===== config.mk =====
export PLATFORM = sky130hd
export DESIGN_NAME = msa_unit
export DESIGN_NICKNAME = d
export VERILOG_FILES = /design/src/rtl/msa_pkg.sv /design/src/rtl/msa_legal.sv /design/src/rtl/msa_adder.sv /design/src/rtl/msa_bcd_adj.sv /design/src/rtl/msa_ccr.sv /design/src/rtl/msa_unit.sv
export SDC_FILE = /design/constraint.sdc
export NUM_CORES = 1
export LEC_CHECK = 0
export BUFFER_PORTS_ARGS = -buffer_cell sky130_fd_sc_hd__buf_2
export CAP_MARGIN = 20
export CORE_MARGIN = 1.5
export CORE_UTILIZATION = 58
export CTS_CLUSTER_DIAMETER = 30
export DETAILED_ROUTE_END_ITERATION = 8
export GPL_TIMING_DRIVEN = 0
export PLACE_DENSITY = 0.9
export SLEW_MARGIN = 20
export SYNTH_ARGS = -nofsm -noshare
export SYNTH_HDL_FRONTEND = slang
export SYNTH_SLANG_ARGS = --single-unit

===== constraint.sdc =====
create_clock -name clk -period 5.8 [get_ports clk]
set_input_delay 0.29 -clock clk [delete_from_list [all_inputs] [get_ports clk]]
set_output_delay 0.29 -clock clk [all_outputs]
set_load 0.05 [all_outputs]

===== src/rtl/msa_pkg.sv =====
package msa_pkg;
  localparam int DW = 32;

  typedef enum logic [3:0] {
    OP_ADD  = 4'd0,
    OP_SUB  = 4'd1,
    OP_ADC  = 4'd2,
    OP_SBC  = 4'd3,
    OP_INC  = 4'd4,
    OP_DEC  = 4'd5,
    OP_ADA  = 4'd6,
    OP_SBA  = 4'd7,
    OP_DADD = 4'd8,
    OP_DSUB = 4'd9
  } op_e;

  typedef enum logic [1:0] {
    SZ_B = 2'd0,
    SZ_W = 2'd1,
    SZ_L = 2'd2
  } sz_e;

  typedef struct packed {
    logic n;
    logic z;
    logic v;
    logic c;
    logic h;
  } ccr_t;
endpackage


===== src/rtl/msa_legal.sv =====
module msa_legal
  import msa_pkg::*;
(
  input  logic [3:0] op,
  input  logic [1:0] size,
  input  logic       use_imm,
  input  logic [2:0] step,
  output logic       legal
);
  logic size_ok;
  logic step12;
  logic step124;

  always_comb begin
    size_ok = (size != 2'd3);
    step12  = (step == 3'd1) || (step == 3'd2);
    step124 = step12 || (step == 3'd4);
    legal   = 1'b0;
    case (op)
      OP_ADD:                       legal = size_ok;
      OP_SUB:                       legal = size_ok && !(use_imm && size == SZ_B);
      OP_ADC, OP_SBC,
      OP_DADD, OP_DSUB:             legal = (size == SZ_B);
      OP_INC, OP_DEC:               legal = (size == SZ_B) ? (step == 3'd1) : (size_ok && step12);
      OP_ADA, OP_SBA:               legal = (size == SZ_L) && step124;
      default:                      legal = 1'b0;
    endcase
  end
endmodule


===== src/rtl/msa_adder.sv =====
module msa_adder
  import msa_pkg::*;
#(
  parameter int DATA_W = DW
) (
  input  logic [DATA_W-1:0] a,
  input  logic [DATA_W-1:0] b,
  input  logic              sub,
  input  logic              cin,
  input  logic [1:0]        size,
  output logic [DATA_W-1:0] sum,
  output ccr_t              flags
);
  localparam int NL = $clog2(DATA_W / 8) + 1;

  logic [DATA_W-1:0] lane_sum [NL];
  ccr_t              lane_f   [NL];

  for (genvar k = 0; k < NL; k++) begin : g_lane
    localparam int LW  = 8 << k;
    localparam int LOW = LW - 4;

    logic [LW:0]  full;
    logic [LOW:0] part;
    logic [LW:0]  ci_w;
    logic [LOW:0] ci_p;
    ccr_t         lf;

    assign ci_w = {{LW{1'b0}}, cin};
    assign ci_p = {{LOW{1'b0}}, cin};

    always_comb begin
      if (sub) begin
        full = {1'b0, a[LW-1:0]}  - {1'b0, b[LW-1:0]}  - ci_w;
        part = {1'b0, a[LOW-1:0]} - {1'b0, b[LOW-1:0]} - ci_p;
      end else begin
        full = {1'b0, a[LW-1:0]}  + {1'b0, b[LW-1:0]}  + ci_w;
        part = {1'b0, a[LOW-1:0]} + {1'b0, b[LOW-1:0]} + ci_p;
      end
      lf.n = full[LW-1];
      lf.z = (full[LW-1:0] == '0);
      lf.c = full[LW];
      lf.h = part[LOW];
      if (sub) lf.v = (a[LW-1] != b[LW-1]) && (full[LW-1] != a[LW-1]);
      else     lf.v = (a[LW-1] == b[LW-1]) && (full[LW-1] != a[LW-1]);
    end

    assign lane_f[k] = lf;

    if (LW < DATA_W) begin : g_keep
      assign lane_sum[k] = {a[DATA_W-1:LW], full[LW-1:0]};
    end else begin : g_full
      assign lane_sum[k] = full[LW-1:0];
    end
  end

  always_comb begin
    sum   = lane_sum[0];
    flags = lane_f[0];
    for (int i = 1; i < NL; i++) begin
      if (int'(size) == i) begin
        sum   = lane_sum[i];
        flags = lane_f[i];
      end
    end
  end
endmodule


===== src/rtl/msa_bcd_adj.sv =====
module msa_bcd_adj (
  input  logic [7:0] x,
  input  logic       c_in,
  input  logic       h_in,
  input  logic       sub,
  output logic [7:0] y,
  output logic       c_out
);
  logic fix_lo;
  logic fix_hi;

  always_comb begin
    if (sub) begin
      fix_lo = h_in;
      fix_hi = c_in;
      y      = x - {fix_hi ? 4'h6 : 4'h0, fix_lo ? 4'h6 : 4'h0};
      c_out  = c_in;
    end else begin
      fix_lo = h_in || (x[3:0] > 4'd9);
      fix_hi = c_in || (x > 8'h99);
      y      = x + {fix_hi ? 4'h6 : 4'h0, fix_lo ? 4'h6 : 4'h0};
      c_out  = fix_hi;
    end
  end
endmodule


===== src/rtl/msa_ccr.sv =====
module msa_ccr
  import msa_pkg::*;
(
  input  logic clk,
  input  logic rst_n,
  input  logic load,
  input  ccr_t d,
  output ccr_t q
);
  always_ff @(posedge clk or negedge rst_n) begin
    if (!rst_n)    q <= '0;
    else if (load) q <= d;
  end
endmodule


===== src/rtl/msa_unit.sv =====
module msa_unit
  import msa_pkg::*;
#(
  parameter int DATA_W = DW
) (
  input  logic              clk,
  input  logic              rst_n,
  input  logic              issue,
  input  logic [3:0]        op,
  input  logic [1:0]        size,
  input  logic              use_imm,
  input  logic [DATA_W-1:0] src,
  input  logic [DATA_W-1:0] imm,
  input  logic [2:0]        step,
  input  logic [DATA_W-1:0] dst,
  output logic [DATA_W-1:0] result,
  output logic              illegal,
  output logic              flag_n,
  output logic              flag_z,
  output logic              flag_v,
  output logic              flag_c,
  output logic              flag_h
);
  logic              legal;
  logic              is_sub;
  logic              cin;
  logic [1:0]        lane_sel;
  logic [DATA_W-1:0] opnd;
  logic [DATA_W-1:0] add_res;
  logic [DATA_W-1:0] res;
  logic [7:0]        bcd_y;
  logic              bcd_c;
  ccr_t              add_f;
  ccr_t              nxt;
  ccr_t              ccr_q;

  msa_legal u_legal (
    .op      (op),
    .size    (size),
    .use_imm (use_imm),
    .step    (step),
    .legal   (legal)
  );

  assign illegal = !legal;

  always_comb begin
    is_sub   = (op == OP_SUB) || (op == OP_SBC) || (op == OP_DEC) || (op == OP_SBA);
    cin      = ((op == OP_ADC) || (op == OP_SBC)) ? ccr_q.c : 1'b0;
    lane_sel = ((op == OP_ADA) || (op == OP_SBA)) ? SZ_L : size;
    case (op)
      OP_INC, OP_DEC, OP_ADA, OP_SBA: opnd = DATA_W'(step);
      default:                        opnd = use_imm ? imm : src;
    endcase
  end

  msa_adder #(.DATA_W(DATA_W)) u_add (
    .a     (dst),
    .b     (opnd),
    .sub   (is_sub),
    .cin   (cin),
    .size  (lane_sel),
    .sum   (add_res),
    .flags (add_f)
  );

  msa_bcd_adj u_bcd (
    .x     (dst[7:0]),
    .c_in  (ccr_q.c),
    .h_in  (ccr_q.h),
    .sub   (op == OP_DSUB),
    .y     (bcd_y),
    .c_out (bcd_c)
  );

  always_comb begin
    res = add_res;
    nxt = ccr_q;
    if (!legal) begin
      res = dst;
    end else begin
      case (op)
        OP_ADD, OP_SUB: nxt = add_f;
        OP_ADC, OP_SBC: begin
          nxt   = add_f;
          nxt.z = ccr_q.z & add_f.z;
        end
        OP_INC, OP_DEC: begin
          nxt.n = add_f.n;
          nxt.z = add_f.z;
          nxt.v = add_f.v;
        end
        OP_DADD, OP_DSUB: begin
          res   = {dst[DATA_W-1:8], bcd_y};
          nxt.n = bcd_y[7];
          nxt.z = (bcd_y == 8'h00);
          nxt.c = bcd_c;
        end
        default: ;
      endcase
    end
  end

  assign result = res;

  msa_ccr u_ccr (
    .clk   (clk),
    .rst_n (rst_n),
    .load  (issue && legal),
    .d     (nxt),
    .q     (ccr_q)
  );

  assign flag_n = ccr_q.n;
  assign flag_z = ccr_q.z;
  assign flag_v = ccr_q.v;
  assign flag_c = ccr_q.c;
  assign flag_h = ccr_q.h;

  AST_SUBIMM_BYTE_ILLEGAL: assert property (@(posedge clk) disable iff (!rst_n)
    issue && op == OP_SUB && use_imm && size == SZ_B |-> illegal);

  AST_ILLEGAL_FREEZES_FLAGS: assert property (@(posedge clk) disable iff (!rst_n)
    issue && illegal |=> $stable(ccr_q));

  AST_CHAIN_Z_STAYS_CLEAR: assert property (@(posedge clk) disable iff (!rst_n)
    issue && !illegal && (op == OP_ADC || op == OP_SBC) && !flag_z |=> !flag_z);

  AST_STEP_KEEPS_CARRY: assert property (@(posedge clk) disable iff (!rst_n)
    issue && !illegal && (op == OP_INC || op == OP_DEC) |=> $stable(flag_c) && $stable(flag_h));

  AST_ADDR_FLAGS_KEPT: assert property (@(posedge clk) disable iff (!rst_n)
    issue && (op == OP_ADA || op == OP_SBA) |=> $stable(ccr_q));

  AST_DADJ_CARRY_STICKY: assert property (@(posedge clk) disable iff (!rst_n)
    issue && !illegal && op == OP_DADD && flag_c |=> flag_c);

  AST_DSUB_CARRY_KEPT: assert property (@(posedge clk) disable iff (!rst_n)
    issue && !illegal && op == OP_DSUB |=> $stable(flag_c));

  AST_IDLE_HOLDS_FLAGS: assert property (@(posedge clk) disable iff (!rst_n)
    !issue |=> $stable(ccr_q));
endmodule


==> flow_summary.toml <==
[status]
status = "finished clean"

[timing]
tightestPinTransition_ns = 0.7817
rsz0062_at_grt = "no"
maxSlewHeadroom_pct = 47.76
max_freq_mhz = 181.6
finalMaxSlewViolations = 0
finalHoldViolations = 0
finalCriticalPeriod_ns = 5.507
setup_tns_ns = 0
finClkSkew_ns = 0.001896
fin_crit_sh_pct = 94.94
setup_viol = 0

[grt]
grt_start_max_net_pins = 11
antenna_found_initial = 0
grt.overflow.total = 0
grt_usage_pct = 36.83
grt_pass1_vias = 7592
grt_pass1_wl_um = 37550

[synthesis]
synth_nets = 1240
synthArstFlopShare_pct = 100.0
netlist_instances = 1025
netlist-cell-type-count = 72
ys.flop_type = "dfrtp_1"
yosysSeqAreaShare_pct = 1.839
synth_edf_count = 0
ys_ff_latch = 5
yosys_warnings = 0
synth_area_um2 = 6805
syn_avg_cell_area_um2 = 6.639

[power]
p_leak_nw = 3.799
peakVddDrop_mv = 0.2814
fin_total_pwr_w = 0.001596
power.density_nw_per_um2 = 203.7

[floorplanning]
die-height_um = 111.3
die_area_um2 = 12390
die_w_um = 111.3
ios = 147
core_area_um2 = 11420
start_util_pct = 59.60
rows = 39

[setup_path]
cp.arrival_ns = 5.22
path_cells = "buf_2 > nor2b_1 > clkbuf_2 > clkbuf_2 > nor2_1 > ha_1 > clkbuf_1 > inv_1 > ha_1 > clkbuf_1 > nand2_1 > o21ai_0 > o22ai_1 > a21oi_2 > a21oi_1 > o21ai_0 > mux2i_1 > a211oi_2 > mux2_2 > buf_2"
required_ns = 5.51
worstPathMaxFanout = 10
crit_family = "buffers and inverters"
startpoint_type = "input port"
path_class = "in2out"
cp_slowest_cell = "o21ai_0"
path_buf_inv = 7
critPathCaptureType = "output pin"
worst-r2r-setup-slack_ns = 0.79
cpPeakStageDelay_ns = 0.40

[layout]
mostFrequentLayoutCell = "buf_2"
multi_input_area_um2 = 6153
diodes = 0
area_delta_synth_final_pct = 15.13
top_register = "u_ccr.q"
top_regs = "u_ccr.q x5"
ff_latch_area_um2 = 125.1
fill_cells = 1075
layout_common_cells = "147 x buf_2, 114 x nor2_1, 109 x inv_1, 102 x ha_1, 93 x nand2_1"
fin_nets = 1389
drive_gt1_share_pct = 16.28
largest_reg_flops = 5

[drt]
drc = 0
dr.pass1.iters = 5
ant_nets = 0
avgViaCountPerCell = 6.179
post_drt_wl_per_cell_um = 17.92
wirelength_um = 23590
route.vias.total = 8132
drt-initial-drc-count = 820

[clocking]
clockBufferDepth = 2
cts-buffers-inserted = 3
ctsHtreeMaxLevel = 1
cts_tree = "done"
clock-sinks = 5
clk_latency_ns = 0.23
cts-root-buf = "clkbuf_16"
path_clk_slew_ns = 0.03

[place]
dp_hpwl_um = 19980
place_congestion = 0.9758
port_buffers = 144

[hold_path]
worst_hold_path_type = "in2async"

[job]
cap_violations = 0
cells by family after synthesis:
| logic type | Yosys count | synth area share [%] |
|---|---|---|
| simple gates | 331 | 22.74 |
| compound gates | 306 | 29.40 |
| buf+inv | 148 | 8.218 |
| fa+ha+maj | 106 | 19.93 |
| xor+xnor | 71 | 9.138 |
| mux | 58 | 8.733 |
| flops | 5 | 1.839 |
cell type report:
type / instances / share of cell area, %
Inverter: 112 / 5.366
Multi-Input combinational cell: 872 / 78.54
Timing Repair Buffer: 145 / 9.326
Tap cell: 143 / 2.284
Clock buffer: 3 / 0.9582
Clock inverter: 1 / 0.06388
Sequential cell: 5 / 1.597
Buffer: 35 / 1.868
routing by layer:
metal	vias up	global-route usage (%)	part of all wire, %
li1	3949	-	-
met1	3683	49.50	44
met2	428	60.20	44
met3	72	5.249	8.8
met4	0	13.00	3.9
met5	-	0	0
timing repair:
action / 4_1_cts / 5_1_grt
setup endpoints to repair: 3 / 10
gates resized for setup: 4 / 12
endpoints found under the hold margin: 5 / 0
buffers inserted: 0 / 0
hold buffers: 1 / 0
Yosys cell counts (10+ instances only):
library cell    n  area (µm²)
a211oi_1       10       75.07
a21o_1         17       127.6
a21oi_1        90       450.4
a31oi_1        15       93.84
clkbuf_1       26       97.59
ha_1          102        1276
inv_1         109       409.1
mux2_2         11       123.9
mux2i_1        47       470.5
nand2_1        93       349.1
nand2b_1       15       93.84
nand3_1        13       65.06
nor2_1        114       427.9
nor2b_1        15       93.84
nor3_1         25       125.1
o211ai_1       12       90.09
o21a_1         12       90.09
o21ai_0        75       375.4
o31ai_1        11       82.58
xnor2_1        53       464.2
xor2_1         18       157.7
power by group:
part           leakage, nW  internal [W]  switching [W]
clock               0.0409     0.0000902      0.0000243
combinational         3.70      0.000506       0.000917
sequential          0.0617     0.0000462      0.0000128
metrics by stage:
step	instances	worst slack [ns]	utilization, %	area, µm²	hold WS (ns)
detailed placement	1312	-0.4136	67.48	7705	0.1074
CTS	1317	0.01085	68.31	7800	0.4128
floorplan	1025	0.7003	-	6805	-0.005591
finish	1316	0.2933	68.62	7835	0.4017
global placement	1312	-0.3811	67.48	7705	0.1023
global route	1316	0.009243	68.62	7835	0.4190
final timing paths:
| check | cells after the start | startpoint | to |
|---|---|---|---|
| setup / recovery | 20 | op[2] | result[31] |
| hold / removal | 2 | rst_n | u_ccr.q[0] |
| setup reg to reg | 18 | u_ccr.q[1] | u_ccr.q[3] |
| hold reg to reg | 1 | u_ccr.q[2] | u_ccr.q[2] |
| max in group asynchronous | 2 | rst_n | u_ccr.q[2] |
| min in group clk | 4 | op[2] | u_ccr.q[0] |
No activity file was read; power rests on OpenSTA's default activity.
